$ cat src/rtl/sorter_pkg.sv
package sorter_pkg;

    typedef enum logic [1:0] {
        PH_IDLE  = 2'd0,
        PH_LOAD  = 2'd1,
        PH_READ  = 2'd2,
        PH_FLUSH = 2'd3
    } phase_e;

    typedef struct packed {
        logic wipe;     // clear matrix
        logic write;    // store one element
        logic scan;     // a column is presented this cycle
        logic finish;   // read phase just ended
    } sort_cmd_t;

    function automatic int unsigned depth_of(input int unsigned width);
        return 32'd1 << width;
    endfunction

endpackage

$ cat src/rtl/sort_ctrl.sv
module sort_ctrl
    import sorter_pkg::*;
#(
    parameter int unsigned VAL_W = 4
) (
    input  logic             clk,
    input  logic             rst,
    input  logic             start,
    input  logic             in_valid,
    output logic             in_ready,
    output sort_cmd_t        cmd,
    output logic [VAL_W-1:0] wr_pos,
    output logic [VAL_W-1:0] col_idx
);
    localparam logic [VAL_W-1:0] LAST = {VAL_W{1'b1}};

    phase_e phase_q;

    assign in_ready = (phase_q == PH_LOAD) && !start;

    always_comb begin
        cmd.wipe   = start;
        cmd.write  = in_valid && in_ready;
        cmd.scan   = (phase_q == PH_READ) && !start;
        cmd.finish = (phase_q == PH_FLUSH) && !start;
    end

    always_ff @(posedge clk) begin
        if (rst) begin
            phase_q <= PH_IDLE;
            wr_pos  <= '0;
            col_idx <= '0;
        end else if (start) begin
            phase_q <= PH_LOAD;
            wr_pos  <= '0;
            col_idx <= '0;
        end else begin
            unique case (phase_q)
                PH_LOAD: begin
                    if (in_valid) begin
                        wr_pos <= wr_pos + 1'b1;
                        if (wr_pos == LAST) begin
                            phase_q <= PH_READ;
                            col_idx <= LAST;
                        end
                    end
                end
                PH_READ: begin
                    col_idx <= col_idx - 1'b1;
                    if (col_idx == '0) phase_q <= PH_FLUSH;
                end
                PH_FLUSH: phase_q <= PH_IDLE;
                default:  phase_q <= PH_IDLE;
            endcase
        end
    end
endmodule

$ cat src/rtl/sort_hot_matrix.sv
module sort_hot_matrix #(
    parameter int unsigned VAL_W = 4
) (
    input  logic                 clk,
    input  logic                 rst,
    input  logic                 wipe,
    input  logic                 write,
    input  logic [VAL_W-1:0]     wr_pos,
    input  logic [VAL_W-1:0]     wr_val,
    input  logic [VAL_W-1:0]     col_idx,
    output logic [(1<<VAL_W)-1:0] col_bits
);
    localparam int unsigned N = 1 << VAL_W;

    logic [N-1:0] rows [N];
    logic [N-1:0] hot;

    // one-hot decode: value v sets only bit v
    assign hot = N'(1) << wr_val;

    always_ff @(posedge clk) begin
        if (rst || wipe) begin
            for (int r = 0; r < N; r++) rows[r] <= '0;
        end else if (write) begin
            rows[wr_pos] <= hot;
        end
    end

    // transposed read: one bit from every row
    for (genvar r = 0; r < N; r++) begin : g_col
        assign col_bits[r] = rows[r][col_idx];
    end
endmodule

$ cat src/rtl/sort_shift_buf.sv
module sort_shift_buf #(
    parameter int unsigned VAL_W = 4
) (
    input  logic                              clk,
    input  logic                              rst,
    input  logic                              shift,
    input  logic [VAL_W-1:0]                  din,
    output logic [(1<<VAL_W)-1:0][VAL_W-1:0]  elems
);
    localparam int unsigned N = 1 << VAL_W;

    // new element enters at the top and moves down, so after N shifts
    // entry i holds the i-th arrival
    always_ff @(posedge clk) begin
        if (rst) begin
            elems <= '0;
        end else if (shift) begin
            elems[N-1] <= din;
            for (int j = 0; j < N - 1; j++) elems[j] <= elems[j+1];
        end
    end
endmodule

$ cat src/rtl/sort_col_gate.sv
module sort_col_gate #(
    parameter int unsigned VAL_W = 4
) (
    input  logic [(1<<VAL_W)-1:0]             col_bits,
    input  logic [(1<<VAL_W)-1:0][VAL_W-1:0]  elems,
    output logic [VAL_W-1:0]                  sel_value,
    output logic [VAL_W:0]                    sel_count
);
    localparam int unsigned N = 1 << VAL_W;

    always_comb begin
        sel_value = '0;
        sel_count = '0;
        for (int r = 0; r < N; r++) begin
            sel_value = sel_value | (elems[r] & {VAL_W{col_bits[r]}});
            sel_count = sel_count + (VAL_W+1)'(col_bits[r]);
        end
    end
endmodule

$ cat src/rtl/onehot_sorter.sv
module onehot_sorter
    import sorter_pkg::*;
#(
    parameter int unsigned VAL_W = 4
) (
    input  logic             clk,
    input  logic             rst,
    input  logic             start,
    input  logic             in_valid,
    input  logic [VAL_W-1:0] in_data,
    output logic             in_ready,
    output logic             out_valid,
    output logic [VAL_W-1:0] out_value,
    output logic [VAL_W:0]   out_count,
    output logic             done
);
    localparam int unsigned N = depth_of(VAL_W);

    sort_cmd_t                 cmd;
    logic [VAL_W-1:0]          wr_pos;
    logic [VAL_W-1:0]          col_idx;
    logic [N-1:0]              col_bits;
    logic [N-1:0][VAL_W-1:0]   elems;
    logic [VAL_W-1:0]          sel_value;
    logic [VAL_W:0]            sel_count;

    sort_ctrl #(.VAL_W(VAL_W)) u_ctrl (
        .clk      (clk),
        .rst      (rst),
        .start    (start),
        .in_valid (in_valid),
        .in_ready (in_ready),
        .cmd      (cmd),
        .wr_pos   (wr_pos),
        .col_idx  (col_idx)
    );

    sort_hot_matrix #(.VAL_W(VAL_W)) u_matrix (
        .clk      (clk),
        .rst      (rst),
        .wipe     (cmd.wipe),
        .write    (cmd.write),
        .wr_pos   (wr_pos),
        .wr_val   (in_data),
        .col_idx  (col_idx),
        .col_bits (col_bits)
    );

    sort_shift_buf #(.VAL_W(VAL_W)) u_buf (
        .clk   (clk),
        .rst   (rst),
        .shift (cmd.write),
        .din   (in_data),
        .elems (elems)
    );

    sort_col_gate #(.VAL_W(VAL_W)) u_gate (
        .col_bits  (col_bits),
        .elems     (elems),
        .sel_value (sel_value),
        .sel_count (sel_count)
    );

    always_ff @(posedge clk) begin
        if (rst) begin
            out_valid <= 1'b0;
            out_value <= '0;
            out_count <= '0;
            done      <= 1'b0;
        end else begin
            out_valid <= cmd.scan && (sel_count != '0);
            done      <= cmd.finish;
            if (cmd.scan) begin
                out_value <= sel_value;
                out_count <= sel_count;
            end
        end
    end
endmodule

$ cat config.mk
export PLATFORM = sky130hd
export DESIGN_NAME = onehot_sorter
export DESIGN_NICKNAME = d
export VERILOG_FILES = /design/src/rtl/sorter_pkg.sv /design/src/rtl/sort_ctrl.sv /design/src/rtl/sort_hot_matrix.sv /design/src/rtl/sort_shift_buf.sv /design/src/rtl/sort_col_gate.sv /design/src/rtl/onehot_sorter.sv
export SDC_FILE = /design/constraint.sdc
export NUM_CORES = 1
export LEC_CHECK = 0
export BUFFER_PORTS_ARGS = -buffer_cell sky130_fd_sc_hd__buf_2
export CORE_ASPECT_RATIO = 0.7
export CORE_MARGIN = 3
export CORE_UTILIZATION = 40
export DETAILED_ROUTE_END_ITERATION = 8
export GPL_TIMING_DRIVEN = 0
export PLACE_DENSITY = 0.64
export SLEW_MARGIN = 20
export SYNTH_ARGS = -nofsm -noshare
export SYNTH_HDL_FRONTEND = slang
export SYNTH_HIERARCHICAL = 1
export SYNTH_SLANG_ARGS = --single-unit
$ cat constraint.sdc
create_clock -name clk -period 11.2 [get_ports clk]
set_clock_uncertainty 0.15 [all_clocks]
set_input_delay 1.12 -clock clk [delete_from_list [all_inputs] [get_ports clk]]
set_output_delay 1.12 -clock clk [all_outputs]
set_load 0.02 [all_outputs]
# --- Yosys cells after proc, flatten, opt, wreduce, memory -nomap -nowiden ---
# Memory sizes are Yosys's and may differ from the RTL's.
# Index checks and enable logic that the tools add are counted.
# Widths: inputs -> output; s select.
op_classes:
  n_reduce_logical: 16
  n_lt_le_gt_ge: 1
  muxes: 48
  add_sub_neg: 17
  shifts: 1
  bitwise: 31
  n_eq_ne: 10
op_table:
  columns: ["cell", "count"]
  rows:
  - ["$add 5x1->5", 14]
  - ["$and 4x4->4", 16]
  - ["$bmux 1 s4", 16]
  - ["$or 4x4->4", 15]
  - ["$mux 1", 23]
  - ["$mux 16", 1]
  - ["$reduce_or 16->1", 1]
  - ["$shl 1x4->16 const A", 1]
  - ["$mux 4", 3]
  - ["$ne 3x3->1 const B", 3]
  - ["$reduce_and 3->1", 3]
  - ["$pmux 4 s2", 1]
  - ["$mux 2", 3]
  - ["$ne 2x2->1 const B", 3]
  - ["$logic_and 1x1->1", 5]
  - ["$lt 4x5->1 const B", 1]
  - ["$reduce_bool 5->1", 1]
  - ["$add 4x1->4 const B", 1]
  - ["$eq 2x2->1 const B", 2]
  - ["$eq 4x4->1 const B", 1]
  - ["$logic_not 4->1", 1]
  - ["$pmux 2 s2", 1]
  - ["$sub 4x1->4 const B", 1]
  - ["$add 1x1->2", 1]
  - ["6 further kinds", 6]
word_totals:
  ramBits: 256
  elab_cells: 149
  mem_count: 1
  input_bits: 8
  regBits: 85
memory_table:
  columns: ["name", "depth", "word_bits", "read_ports", "rd_ports_with_merged_regs", "wr", "line_no", "text"]
  rows:
  - ["u_matrix.rows", 16, 16, 16, 0, 16, "sort_hot_matrix.sv:15", "logic [N-1:0] rows [N];"]

# --- Longest topological paths before layout ---
# An unclocked memory read counts as a cell.
depth:
  ltp_word: 20
  ltp_mapped: 19

# --- Cells and area by module ---
# Netlist, hierarchy kept.
by_module_without_submodules:
  columns: ["mod", "area_per_inst_um2", "seq_area_each_um2", "cells_each", "n_inst"]
  rows:
  - ["sort_hot_matrix", 11354.6, 7687.4, 802, 1]
  - ["sort_shift_buf", 2290.9, 1281.2, 206, 1]
  - ["sort_col_gate", 709.4, 0.0, 83, 1]
  - ["sort_ctrl", 605.6, 200.2, 65, 1]
  - ["onehot_sorter", 386.6, 220.2, 36, 1]

# --- Least setup slack after synthesis ---
# Ideal clock, no wire load.
synth_timing:
  kind: "reg2reg"
  from: "reg u_ctrl.col_idx[0]"
  to: "reg out_valid"
  arrival_time_ps: 4501
  setup_slack_ps: 6480
  path_stages_with_launch: 19
  setup_ps: 70
  path_cell_list: "dfxtp_1 buf_6 buf_4 mux4_2 a22oi_1 nand2_1 inv_1 fa_1 fa_1 fa_1 fa_1 inv_1 ha_1 inv_1 fa_1 nor2b_1 o21a_1 nor3_1 a21oi_1"
synth_via:
  elab_chain_cells: 19
  elab_cells_between_ends: 49
synth_rtl:
  columns: ["item", "line_no", "text"]
  rows:
  - ["start, declared", "sort_ctrl.sv:13", "output logic [VAL_W-1:0] col_idx"]
  - ["start signal, assigned", "sort_ctrl.sv:49", "col_idx <= col_idx - 1'b1;"]
  - ["$bmux 1 s4", "sort_hot_matrix.sv:31", "assign col_bits[r] = rows[r][col_idx];"]
  - ["$mux 1 (not written as such)", "sort_hot_matrix.sv:31", null]
  - ["named net col_bits[1]", "onehot_sorter.sv:22", "logic [N-1:0] col_bits;"]
  - ["$add 1x1->2", "sort_col_gate.sv:16", "sel_count = sel_count + (VAL_W+1)'(col_bits[r]);"]
  - ["$add 5x1->5 (14 in a row)", "sort_col_gate.sv:16", null]
  - ["named net sel_count[4]", "onehot_sorter.sv:25", "logic [VAL_W:0] sel_count;"]
  - ["$reduce_bool 5->1", "onehot_sorter.sv:71", "out_valid <= cmd.scan && (sel_count != '0);"]
  - ["$logic_and 1x1->1", "onehot_sorter.sv:71", null]
  - ["end signal, assigned", "onehot_sorter.sv:71", null]
  - ["end, declared", "onehot_sorter.sv:12", "output logic out_valid,"]
# The timed path passes the listed nets, and every way through them passes these cells. The select of a mux whose other input is x is not followed.
# A chain may end at the register's enable or synchronous reset.

# --- Worst setup path in the final report ---
layout_timing:
  from: "reg u_ctrl.col_idx[2]"
  to: "reg out_valid"
layout_via:
  elab_cells_between_ends: 49
layout_rtl:
  columns: ["item", "line_no"]
  rows:
  - ["$bmux 1 s4", "sort_hot_matrix.sv:31"]
  - ["$mux 1 (not written as such)", "sort_hot_matrix.sv:31"]
  - ["named net col_bits[13]", "onehot_sorter.sv:22"]
  - ["$add 5x1->5 (3 in a row)", "sort_col_gate.sv:16"]
  - ["named net sel_count[4]", "onehot_sorter.sv:25"]
  - ["$reduce_bool 5->1", "onehot_sorter.sv:71"]
  - ["$logic_and 1x1->1", "onehot_sorter.sv:71"]
# The timed path passes the listed nets, and every way through them passes these cells. The select of a mux whose other input is x is not followed.

==> flow_metrics.env <==
export IMPL_status="finished clean"
export IMPL_syn_nets=1221
export IMPL_worst_pin_slew_ps=1060
export IMPL_cp_max_fo=10
export IMPL_whs_endpoint="out_count[3]"
export IMPL_worst_r2r_cell_count=17
export IMPL_path_cells="nor2_1 > clkbuf_1 > a22oi_1 > nand2_1 > inv_1 > fa_1 > fa_1 > fa_1 > fa_1 > inv_1 > ha_1 > inv_1 > fa_1 > nor2b_1 > o21a_1 > nor3_1 > a21oi_1"
export IMPL_finalHoldViolations=0
export IMPL_ctsHoldBuffers=0
export IMPL_routedWlPerCell_um=23.2
export IMPL_drv_cap=0
export IMPL_cts_resized=0
export IMPL_cts_root_buf="clkbuf_16"
export IMPL_cts_tree="done"
export IMPL_arrival_ps=6570
export IMPL_core_area_um2=37500
export IMPL_required_ps=11490
export IMPL_vias_per_cell=5.74
export IMPL_firstDrtPassIters=5
export IMPL_period_minus_slack_ps=6270
export IMPL_vdd_drop_max_v=0.000113
export IMPL_grt_max_degree=17
export IMPL_yosysWarnings=6
export IMPL_antenna_left=0
export IMPL_synthCells=1192
export IMPL_finalWirelength_mm=41.1
export IMPL_critPathCaptureType="flop"
export IMPL_drive_gt1_share_pct=15.4
export IMPL_track_usage_pct=20.4
export IMPL_setup_viol=0
export IMPL_synth_edf_count=256
export IMPL_wl_met1_mm=18.1
export IMPL_period_share_pct=56.0
export IMPL_antenna_cells=0
export IMPL_critPathKind="flop to flop"
export IMPL_place_ws_ps=5070
export IMPL_cts_buffers=34
export IMPL_min_path_type="flop to flop"
export IMPL_critPathLaunchType="flop"
export IMPL_clk_path_buf_depth=3
export IMPL_fin_ws_ps=4930
export IMPL_placed_cell_area_um2=16300
export IMPL_path_common_cell="fa_1"
export IMPL_critPathBufInv=4
export IMPL_min_from="out_count[3]"
export IMPL_worstReg2RegStart="u_ctrl/col_idx[2]"
export IMPL_vias=10200
export IMPL_async_reset_ff_share_pct=0
export IMPL_initial_core_util_pct=40.9
export IMPL_fill_cells=3362
export IMPL_hold_path_depth=2
export IMPL_antenna_found_initial=0
export IMPL_clk_pin_slew_ps=60
export IMPL_ioPinCount=20
export IMPL_fin_tns_setup_ps=0
export IMPL_dr_wl_met2_mm=16.2
export IMPL_yosysUniqueCellTypes=52
export IMPL_cts_sinks=341
export IMPL_nets=1291
export IMPL_slew_viol_final=0
export IMPL_path_delay_family="adder cells"
export IMPL_place_congestion=0.884
export IMPL_dp_final_hpwl_mm=29.2
export IMPL_worst_path_max_delay_cell="clkbuf_1"
export IMPL_ys_seq_area_share_pct=61.2
export IMPL_drc_errors=0
export IMPL_utilization_pct=46.2
export IMPL_synth_area_um2=15300
export IMPL_maxSlewHeadroom_pct=29.6
export IMPL_area_growth_pct=12.9
export IMPL_p_leak_nw=5.92
export IMPL_drtIter0Drc=1273
export IMPL_portBuffers=19
export IMPL_htreeDepth=2
export IMPL_ys_flop_type="edfxtp_1"
export IMPL_core_rowCount=59
export IMPL_power_density_nw_per_um2=157
export IMPL_dr_wl_met3_mm=5.73
export IMPL_die_height_um=170
export IMPL_synth_area_per_cell_um2=12.9
export IMPL_synth_seq_cells=341
export IMPL_highest_layer="met4"
export IMPL_r2r_end="out_valid"
export IMPL_die_w_um=240
export IMPL_grt_first_pass_wirelength_mm=61.3
export IMPL_slowest_delay_ps=840
export IMPL_fmax_mhz=159
export IMPL_stdcell_area_um2=17300
export IMPL_dieArea_um2=40800
export IMPL_r2r_slack_ps=4930
export IMPL_rsz0062_at_grt="false"
export IMPL_grt_pass1_vias=9786
export IMPL_post_cts_buffers=0
export IMPL_grt_overflow=0
export IMPL_clock_latency_ps=540
## Yosys cell counts (2+ instances only)
library cell,instances,area (um2)
buf_2,14,70.1
ha_1,11,138
a211oi_1,2,15.0
nor2_1,342,1280
nor2b_1,9,56.3
nand4_1,5,31.3
buf_4,4,30.0
clkbuf_2,2,10.0
a221oi_1,16,140
mux4_2,53,1190
a311oi_1,2,17.5
mux2i_1,73,731
and4bb_1,3,37.5
a22oi_1,32,240
xor2_1,2,17.5
buf_6,6,67.6
inv_1,31,116
and4b_1,4,40.0
nand4b_1,2,17.5
dfxtp_1,85,1700
a22oi_2,2,25.0
clkbuf_1,39,146
and2_1,2,12.5
mux4_1,11,289
nand2_1,83,312
nand3_1,3,15.0
xnor2_1,2,17.5
edfxtp_1,256,7690
o21ai_0,17,85.1
buf_8,6,90.1
or2_2,2,12.5
a22o_1,16,140
a21oi_1,7,35.0
nor4b_2,4,60.1
nand2b_1,4,25.0
fa_1,10,200
buf_1,13,48.8
and4bb_2,3,37.5
## metal layers
layer	global-route usage (%)	vias to the layer above
met4	5.74	0
li1	-	4462
met3	8.00	74
met5	0	-
met2	26.8	566
met1	31.0	5068
## cell usage in the layout (no fill, tap or decap), types with 4 or more instances in the layout
master,n
clkinv_2,4
clkbuf_16,35
nand2b_1,4
nand4_1,5
buf_8,9
and4b_1,4
mux4_2,53
nor2_1,342
buf_4,4
nor2b_1,9
buf_2,33
a21oi_1,7
ha_1,11
buf_6,18
mux4_1,11
a22o_1,16
nand2_1,83
fa_1,10
buf_1,13
o21ai_2,16
nor4b_2,4
a22oi_1,32
clkbuf_1,50
dfxtp_1,85
a221oi_1,16
mux2i_1,73
inv_1,31
clkbuf_2,4
edfxtp_1,256
## metrics by stage
stage               total power [mW]  cells  hold WS (ps)
detailed placement              1.65   1714           332
global route                    2.82   1773           376
floorplan                       1.58   1192           312
CTS                             2.73   1773           347
finish                          2.72   1773           340
global placement                1.64   1699           323
## power breakdown
group	total, mW	switching (mW)	leakage [nW]	internal, mW
clock network	1.09	0.475	0.510	0.617
registers	1.41	0.0129	3.52	1.40
logic	0.218	0.135	1.89	0.0826
total	2.72	0.623	5.92	2.09
## registers in the layout, indices dropped and copies added, names as in the netlist
name,flops
u_matrix/rows,256
u_buf/elems,64
out_count,5
out_value,4
u_ctrl/col_idx,4
u_ctrl/wr_pos,4
u_ctrl/phase_q,2
done,1
out_valid,1
## layout make-up
type	instances	area (um2)	share of cell area (%)
multi-input cells	736	5440	31.4
flip-flops and latches	341	9390	54.2
clock buffers	50	955	5.51
plain buffers	84	463	2.67
well taps	488	611	3.52
inverters	31	116	0.672
repair buffers	34	275	1.59
clock inverters	9	77.6	0.448
## cell families after synthesis
group | share of synthesized area (%)
XOR/XNOR | 0.228
AND/OR/NAND/NOR | 13.2
buffers and inverters | 3.77
multiplexers | 14.6
flip-flops | 61.2
adder cells (fa/ha/maj) | 2.20
AO/OA/AOI/OAI | 4.85
## worst max-delay path by stage
stage,from,end,depth (start not counted)
global placement,u_ctrl/col_idx[2],out_valid,17
floorplan,u_ctrl/col_idx[0],out_valid,18
global route,u_ctrl/col_idx[2],out_valid,17
detailed placement,u_ctrl/col_idx[2],out_valid,17
finish,u_ctrl/col_idx[2],out_valid,17
CTS,u_ctrl/col_idx[2],out_valid,17
## worst register-to-register path: cells and delay by family, from the launching register on
| family | cells | cell delay [ps] |
|---|---|---|
| AOI/OAI and AO/OA | 3 | 660 |
| and+or+nand+nor | 4 | 1470 |
| adders and majority gates | 6 | 2470 |
| DFF | 1 | 380 |
| buffers and inverters | 4 | 1090 |
No activity file was read; power rests on OpenSTA's default activity.
